`src/rtl/nrt_pkg.sv`:
```
package nrt_pkg;
  localparam int unsigned WAIT_W = 8;
  typedef logic [WAIT_W-1:0] wait_t;

  typedef enum logic [1:0] {
    PROTO_GENERAL  = 2'b00,
    PROTO_VIC_FAST = 2'b01,
    PROTO_VIC_SLOW = 2'b10,
    PROTO_GEN_ALT  = 2'b11
  } proto_e;

  localparam wait_t RESET_WAIT = wait_t'(14);

  // Step count preset for a protocol class
  function automatic wait_t preset_for(proto_e p);
    case (p)
      PROTO_VIC_FAST: return wait_t'(20);
      PROTO_VIC_SLOW: return wait_t'(48);
      default:        return wait_t'(14);
    endcase
  endfunction

  // A zero-length window is not allowed: 0 becomes 1
  function automatic wait_t sanitize(wait_t v);
    return (v == '0) ? wait_t'(1) : v;
  endfunction
endpackage

```
`src/rtl/nrt_prescaler.sv`:
```
module nrt_prescaler #(
  parameter int unsigned DIV = 512
) (
  input  logic clk,
  input  logic rst_n,
  input  logic restart,
  input  logic run,
  output logic tick
);
  localparam int unsigned PW = (DIV > 1) ? $clog2(DIV) : 1;
  localparam logic [PW-1:0] LAST = PW'(DIV - 1);

  logic [PW-1:0] pre_q;

  always_ff @(posedge clk) begin
    if (!rst_n)            pre_q <= '0;
    else if (restart)      pre_q <= '0;
    else if (!run)         pre_q <= '0;
    else if (pre_q == LAST) pre_q <= '0;
    else                   pre_q <= pre_q + PW'(1);
  end

  assign tick = run && (pre_q == LAST);
endmodule

```
`src/rtl/nrt_wait_reg.sv`:
```
module nrt_wait_reg
  import nrt_pkg::*;
(
  input  logic  clk,
  input  logic  rst_n,
  input  logic  wr_en,
  input  wait_t wr_data,
  input  logic  proto_wr,
  input  logic [1:0] proto_code,
  output wait_t value
);
  wait_t value_q;

  always_ff @(posedge clk) begin
    if (!rst_n)        value_q <= RESET_WAIT;
    else if (proto_wr) value_q <= preset_for(proto_e'(proto_code));
    else if (wr_en)    value_q <= sanitize(wr_data);
  end

  assign value = value_q;
endmodule

```
`src/rtl/nrt_slot_counter.sv`:
```
module nrt_slot_counter
  import nrt_pkg::*;
(
  input  logic  clk,
  input  logic  rst_n,
  input  logic  eof,
  input  logic  rx_start,
  input  logic  fifo_rst,
  input  logic  tick,
  input  wait_t load_value,
  output logic  armed,
  output logic  expire
);
  logic  armed_q;
  wait_t count_q;
  logic  stop_req;

  assign stop_req = rx_start || fifo_rst;
  assign expire   = armed_q && tick && (count_q == wait_t'(1)) && !stop_req && !eof;

  always_ff @(posedge clk) begin
    if (!rst_n) begin
      armed_q <= 1'b0;
      count_q <= '0;
    end else if (eof) begin
      armed_q <= 1'b1;
      count_q <= load_value;
    end else if (armed_q && stop_req) begin
      armed_q <= 1'b0;
    end else if (expire) begin
      armed_q <= 1'b0;
    end else if (armed_q && tick) begin
      count_q <= count_q - wait_t'(1);
    end
  end

  assign armed = armed_q;
endmodule

```
`src/rtl/nrt_status.sv`:
```
module nrt_status (
  input  logic clk,
  input  logic rst_n,
  input  logic expire,
  input  logic clr,
  output logic irq,
  output logic flag
);
  logic irq_q, flag_q;

  always_ff @(posedge clk) begin
    if (!rst_n) begin
      irq_q  <= 1'b0;
      flag_q <= 1'b0;
    end else begin
      irq_q <= expire;
      if (expire)   flag_q <= 1'b1;
      else if (clr) flag_q <= 1'b0;
    end
  end

  assign irq  = irq_q;
  assign flag = flag_q;
endmodule

```
`src/rtl/nrt_noresp_timer.sv`:
```
module nrt_noresp_timer
  import nrt_pkg::*;
#(
  parameter int unsigned PRESCALE_DIV = 512
) (
  input  logic       clk,
  input  logic       rst_n,
  input  logic       wait_wr,
  input  logic [7:0] wait_wdata,
  input  logic       proto_wr,
  input  logic [1:0] proto_code,
  input  logic       tx_eof,
  input  logic       rx_start,
  input  logic       fifo_reset,
  input  logic       flag_clr,
  output logic       irq,
  output logic       noresp_flag,
  output logic [7:0] wait_value
);
  // Named internal events, visible to the bound checker
  logic  tick;
  logic  armed;
  logic  expire;
  wait_t reg_value;

  nrt_wait_reg u_wait_reg (
    .clk       (clk),
    .rst_n     (rst_n),
    .wr_en     (wait_wr),
    .wr_data   (wait_wdata),
    .proto_wr  (proto_wr),
    .proto_code(proto_code),
    .value     (reg_value)
  );

  nrt_prescaler #(.DIV(PRESCALE_DIV)) u_prescaler (
    .clk    (clk),
    .rst_n  (rst_n),
    .restart(tx_eof),
    .run    (armed),
    .tick   (tick)
  );

  nrt_slot_counter u_counter (
    .clk       (clk),
    .rst_n     (rst_n),
    .eof       (tx_eof),
    .rx_start  (rx_start),
    .fifo_rst  (fifo_reset),
    .tick      (tick),
    .load_value(reg_value),
    .armed     (armed),
    .expire    (expire)
  );

  nrt_status u_status (
    .clk  (clk),
    .rst_n(rst_n),
    .expire(expire),
    .clr  (flag_clr),
    .irq  (irq),
    .flag (noresp_flag)
  );

  assign wait_value = reg_value;
endmodule

```
`config.mk`:
```
export PLATFORM = sky130hd
export DESIGN_NAME = nrt_noresp_timer
export DESIGN_NICKNAME = d
export VERILOG_FILES = /design/src/rtl/nrt_pkg.sv /design/src/rtl/nrt_prescaler.sv /design/src/rtl/nrt_wait_reg.sv /design/src/rtl/nrt_slot_counter.sv /design/src/rtl/nrt_status.sv /design/src/rtl/nrt_noresp_timer.sv
export SDC_FILE = /design/constraint.sdc
export NUM_CORES = 1
export LEC_CHECK = 0
export CAP_MARGIN = 20
export CORE_MARGIN = 2
export CORE_UTILIZATION = 44
export DETAILED_ROUTE_END_ITERATION = 10
export GPL_ROUTABILITY_DRIVEN = 0
export PLACE_DENSITY = 0.7
export SLEW_MARGIN = 20
export SYNTH_ARGS = -nofsm -noshare
export SYNTH_HDL_FRONTEND = slang
export SYNTH_SLANG_ARGS = --single-unit
```
`constraint.sdc`:
```
create_clock -name clk -period 2.35 [get_ports clk]
set_input_delay 0.47 -clock clk [delete_from_list [all_inputs] [get_ports clk]]
set_output_delay 0.47 -clock clk [all_outputs]
set_load 0.01 [all_outputs]
```
* Word-level counts from Yosys, hierarchy flattened
Index checks and enable logic that the tools add are counted.
** Cells by class
- Multiplexer cells :: 13
- $add $sub $neg :: 2
- Bitwise logic cells :: 2
- Div/mod/pow operators :: 0
- $lt $le $gt $ge :: 0
- Equality and inequality tests :: 6
- Shift operators :: 0
- Reduce and logical (&&, ||, !) cells :: 16
- Multipliers :: 0
** Operator list (number)
- $mux 8 :: 7
- $pmux 6 s2 :: 1
- $add 9x1->9 const B :: 1
- $eq 9x9->1 const B :: 1
- $eq 8x1->1 const B :: 1
- $logic_not 8->1 :: 1
- $sub 8x1->8 const B :: 1
- $logic_and 1x1->1 :: 6
- $reduce_bool 2->1 :: 3
- $mux 1 :: 5
- $ne 2x2->1 const B :: 2
- $reduce_or 4->1 :: 1
- $reduce_and 3->1 :: 1
- $reduce_bool 3->1 :: 1
- $eq 2x1->1 const B :: 1
- $eq 2x2->1 const B :: 1
- $logic_not 1->1 :: 2
- $not 1->1 :: 2
- $logic_or 1x1->1 :: 1
** Word-level totals
- Bits of input ports :: 18
- Latch bits :: 0
- Memories kept :: 0
- Bits in writable memories :: 0
- ROM bits :: 0
- Flip-flop bits (word level) :: 28

* Longest topological paths before layout
- Word-level depth :: 9
- Depth in mapped cells :: 8

* By module
From an unflattened synthesis, not the netlist that was laid out.
** Unflattened totals
- Cells, all modules :: 154
- Area, all modules :: 1408.9 µm²
** Modules (own cells, without submodules)
- nrt_slot_counter :: times used 1, cells an instance 66, area an instance 559.3 µm²
- nrt_wait_reg :: times used 1, cells an instance 42, area an instance 394.1 µm²
- nrt_prescaler :: times used 1, cells an instance 41, area an instance 387.9 µm²
- nrt_status :: times used 1, cells an instance 5, area an instance 67.6 µm²

* Worst setup path before layout
Ideal clock, no wire load.
- Kind :: reg2reg
- Start point :: register u_prescaler.pre_q[0]
- End point :: register u_counter.count_q[4]
- Slack :: 0.504 ns
- Data required time :: 2.230 ns
- Cell stages (with the launch flop) :: 9
- Buffers on the path :: 0
- Period minus slack after synthesis :: 1.846 ns
- Data arrival time :: 1.727 ns
- Cell sequence :: dfxtp_1 > ha_1 > nand3_1 > nor2_1 > ha_1 > nand4bb_1 > or4_1 > a21oi_1 > a21oi_1
** On the way
- Word-level cells in the longest chain between the ends :: 8
- Elaborated cells between the ends (all ways) :: 9
- Those cells by class :: 2 x eq/ne; 7 x reduce/logical
** RTL lines
- start: declaration :: line nrt_prescaler.sv:13 : logic [PW-1:0] pre_q;
- start signal: assignment :: line nrt_prescaler.sv:20 : else pre_q <= pre_q + PW'(1);
- $eq 9x9->1 * :: line nrt_prescaler.sv:23 : assign tick = run && (pre_q == LAST);
- $logic_and 1x1->1 * :: line nrt_prescaler.sv:23
- $logic_and 1x1->1 * :: line nrt_slot_counter.sv:19, nrt_slot_counter.sv:32
- $logic_and 1x1->1 (3 in a row) :: line nrt_slot_counter.sv:19 : assign expire = armed_q && tick && (count_q == wait_t'(1)) && !stop_req && !eof;
- $ne 2x2->1 (no source line)
- $reduce_and 3->1 (no source line) *
- end signal: assignment :: line nrt_slot_counter.sv:27 : count_q <= load_value;
- end signal: assignment :: line nrt_slot_counter.sv:33 : count_q <= count_q - wait_t'(1);
- end: declaration :: line nrt_slot_counter.sv:15 : wait_t count_q;
Every way passes the cells marked *; elsewhere a longest branch is shown, timed or not.
A chain may end at the register's enable or synchronous reset.

* Worst setup path after layout
Same ends and word-level chain as after synthesis.

==> out/metrics.cfg <==
[timing]
relSlewSlack_pct=69.88
worst_pin_slew_ps=448.4
fin_tns_setup_ps=0
fmax_ghz=0.4747
hold_viol=0
post-route-min-period_ps=2107
clock_skew_ps=11.89
holdWs_ps=450.7
drv_slew=0
rsz0062_at_grt=no
fin_crit_sh_pct=89.65
setup_ws_ps=243.2
setup_viol=0

[yosys]
async_flop_share_pct=0
synth.ff_latch_count=28
synth_xor_area_share_pct=7.013
synth-compound-area-share_pct=13.66
synthAdderAreaFrac_pct=5.464
synth_mux_area_share_pct=4.463
synth-simple-area-share_pct=24.23
synth_area_per_cell_um2=8.863
netlist_top_cells_area=dfxtp_1 (41%), ha_1 (5.5%), nor2_1 (5.2%)
yosysMostFrequentCell=dfxtp_1
synth_top_flop_cell=dfxtp_1
synthCells=155
synth_top_family_by_area=simple AND/OR/NAND/NOR gates
mappedNetlistNets=179
synth_cell_type_count=37
synth-edff-count=0
ys_seq_area_share_pct=40.80
synth_commonest_cells=dfxtp_1 (28), nor2_1 (19), a21oi_1 (9), o21ai_0 (9)
synth_top_cell_by_area=dfxtp_1
yosys_warnings=0
syn_area_um2=1374
synth_top_area_share_pct=40.80

[setup_path]
slowest_delay_ps=460
reg2reg_slack_ps=240
required_ps=2570
crit_chain=ha_1 > nand3_1 > nor2_1 > ha_1 > nand4bb_1 > or4_1 > a21oi_1 > a21oi_1
endpoint_kind=flip-flop
crit_fanout=5
critPathTopFamily=simple AND/OR/NAND/NOR gates
cp-start-kind=flip-flop
crit_type=flip-flop to flip-flop
crit_buf_inv=0
crit_slowest_cell=or4_1
cp.arrival_ps=2320

[routing]
wl_met2_um=1506
drtIter0Drc=40
ant_nets=0
maxUsedRoutingLayer=met4
wire_per_inst_um=13.35
routed_wl_um=2883
first_pass_iters=4
wl_met3_um=114
m1WireLength_um=1230
vias=1192
drc=0
vias_per_cell=5.519

[clocking]
cts.sinks=28
htreeDepth=1
post-cts-setup-buffer-count=0
cts_resized=0
cts_max_path_buffers=2
cts_hold_buf=0
path_clk_slew_ps=140
cts_tree=built
clk-insertion-delay-late_ps=320
cts_buffers=3
clock-root-buffer=clkbuf_4

[placement]
dp_slack_ps=282.8
portBuffers=27
placed_cell_area_um2=1685
placed_cells=212
dp_hpwl_um=2342

[grt]
grt_usage_pct=17.95
grt_max_degree=19
grt_pass1_vias=1173
grt_pass1_wl_um=4878
antenna_found_initial=0
grt-ovfl-total=0

[die]
ios=28
start_util_pct=45.75
die_w_um=59.88
die-area_um2=3585
num_rows=20
fp.dieH_um=59.88
core_um2=3003

[layout]
fin_cells=216
nets=208
syn2layout_area_growth_pct=25.32
antenna_cells=0
drive_gt1_share_pct=7.650
fin_area_um2=1722

[min_path]
worstHoldPathType=flip-flop to flip-flop

[power_and_ir_drop]
cellLeakagePower_nw=0.6497
powerDensity_nw_per_um2=511.0
ir_worst_vdd_uv=273.8

[run]
drv_cap=0

[status]
status=complete, no violations

-- cell families after synthesis --
family,count (synthesis)
AOI/OAI and AO/OA,30
xor gates and xnor gates,11
and+or+nand+nor,59
adders and majority gates,6
buffers and inverters,15
muxes,6
DFF,28
-- path summary, 6_finish.rpt --
kind                                       end  cells after the start                             from
max          u_counter.count_q[4]$_SDFFE_PN0P_                      8  u_prescaler.pre_q[0]$_SDFF_PP0_
min            u_prescaler.pre_q[0]$_SDFF_PP0_                      1  u_prescaler.pre_q[0]$_SDFF_PP0_
max reg2reg  u_counter.count_q[4]$_SDFFE_PN0P_                      8  u_prescaler.pre_q[0]$_SDFF_PP0_
min reg2reg    u_prescaler.pre_q[0]$_SDFF_PP0_                      1  u_prescaler.pre_q[0]$_SDFF_PP0_
-- per-stage QoR --
step | power [mW] | utilization, %
global route | 0.9301 | 57.33
detailed placement | 0.6601 | 56.13
floorplan | 0.5922 | -
finish | 0.8798 | 57.33
global placement | 0.6553 | 56.13
CTS | 0.8889 | 57.33
-- cells in the final DEF (no fill, tap or decap), types with 2 or more instances in the layout --
cell	netlist	routed
dfxtp_1	28	28
clkdlybuf4s50_1	0	27
nor2_1	19	19
a21oi_1	9	9
o21ai_0	9	9
inv_1	8	8
nand2_1	8	8
nand3_1	7	7
xnor2_1	7	7
ha_1	6	6
mux2i_1	5	5
a211oi_1	4	4
xor2_1	4	4
nor3_1	4	4
buf_4	0	4
and3_1	3	3
nor2b_1	3	3
clkbuf_4	0	3
nand4bb_1	2	2
nand2b_1	2	2
and2_1	2	2
o21a_1	2	2
-- layer usage --
layer  global-route usage (%)  up-vias
li1                         -      592
met2                    32.92       27
met5                        0        -
met1                    20.66      569
met3                    3.463        4
met4                    5.714        0
-- flip-flops by register name (all words and copies together) (netlist names) --
| signal | count |
|---|---|
| u_prescaler.pre_q | 9 |
| u_counter.count_q | 8 |
| u_wait_reg.value | 8 |
| u_counter.armed | 1 |
| u_status.flag | 1 |
| u_status.irq | 1 |
-- report_power, final --
part / internal (mW) / leakage [nW] / switching [mW]
logic: 0.0763 / 0.400 / 0.0602
registers: 0.493 / 0.229 / 0.0204
clock network: 0.0947 / 0.0210 / 0.135
-- final cells by class --
type | instances | area, µm²
clock buffer | 4 | 36.28
fill | 288 | 1281
inverter | 8 | 30.03
multi-input combinational | 112 | 753.2
sequential | 28 | 560.5
tap | 33 | 41.29
timing repair buffer | 31 | 300.3
(Power assumes the default switching activity.)
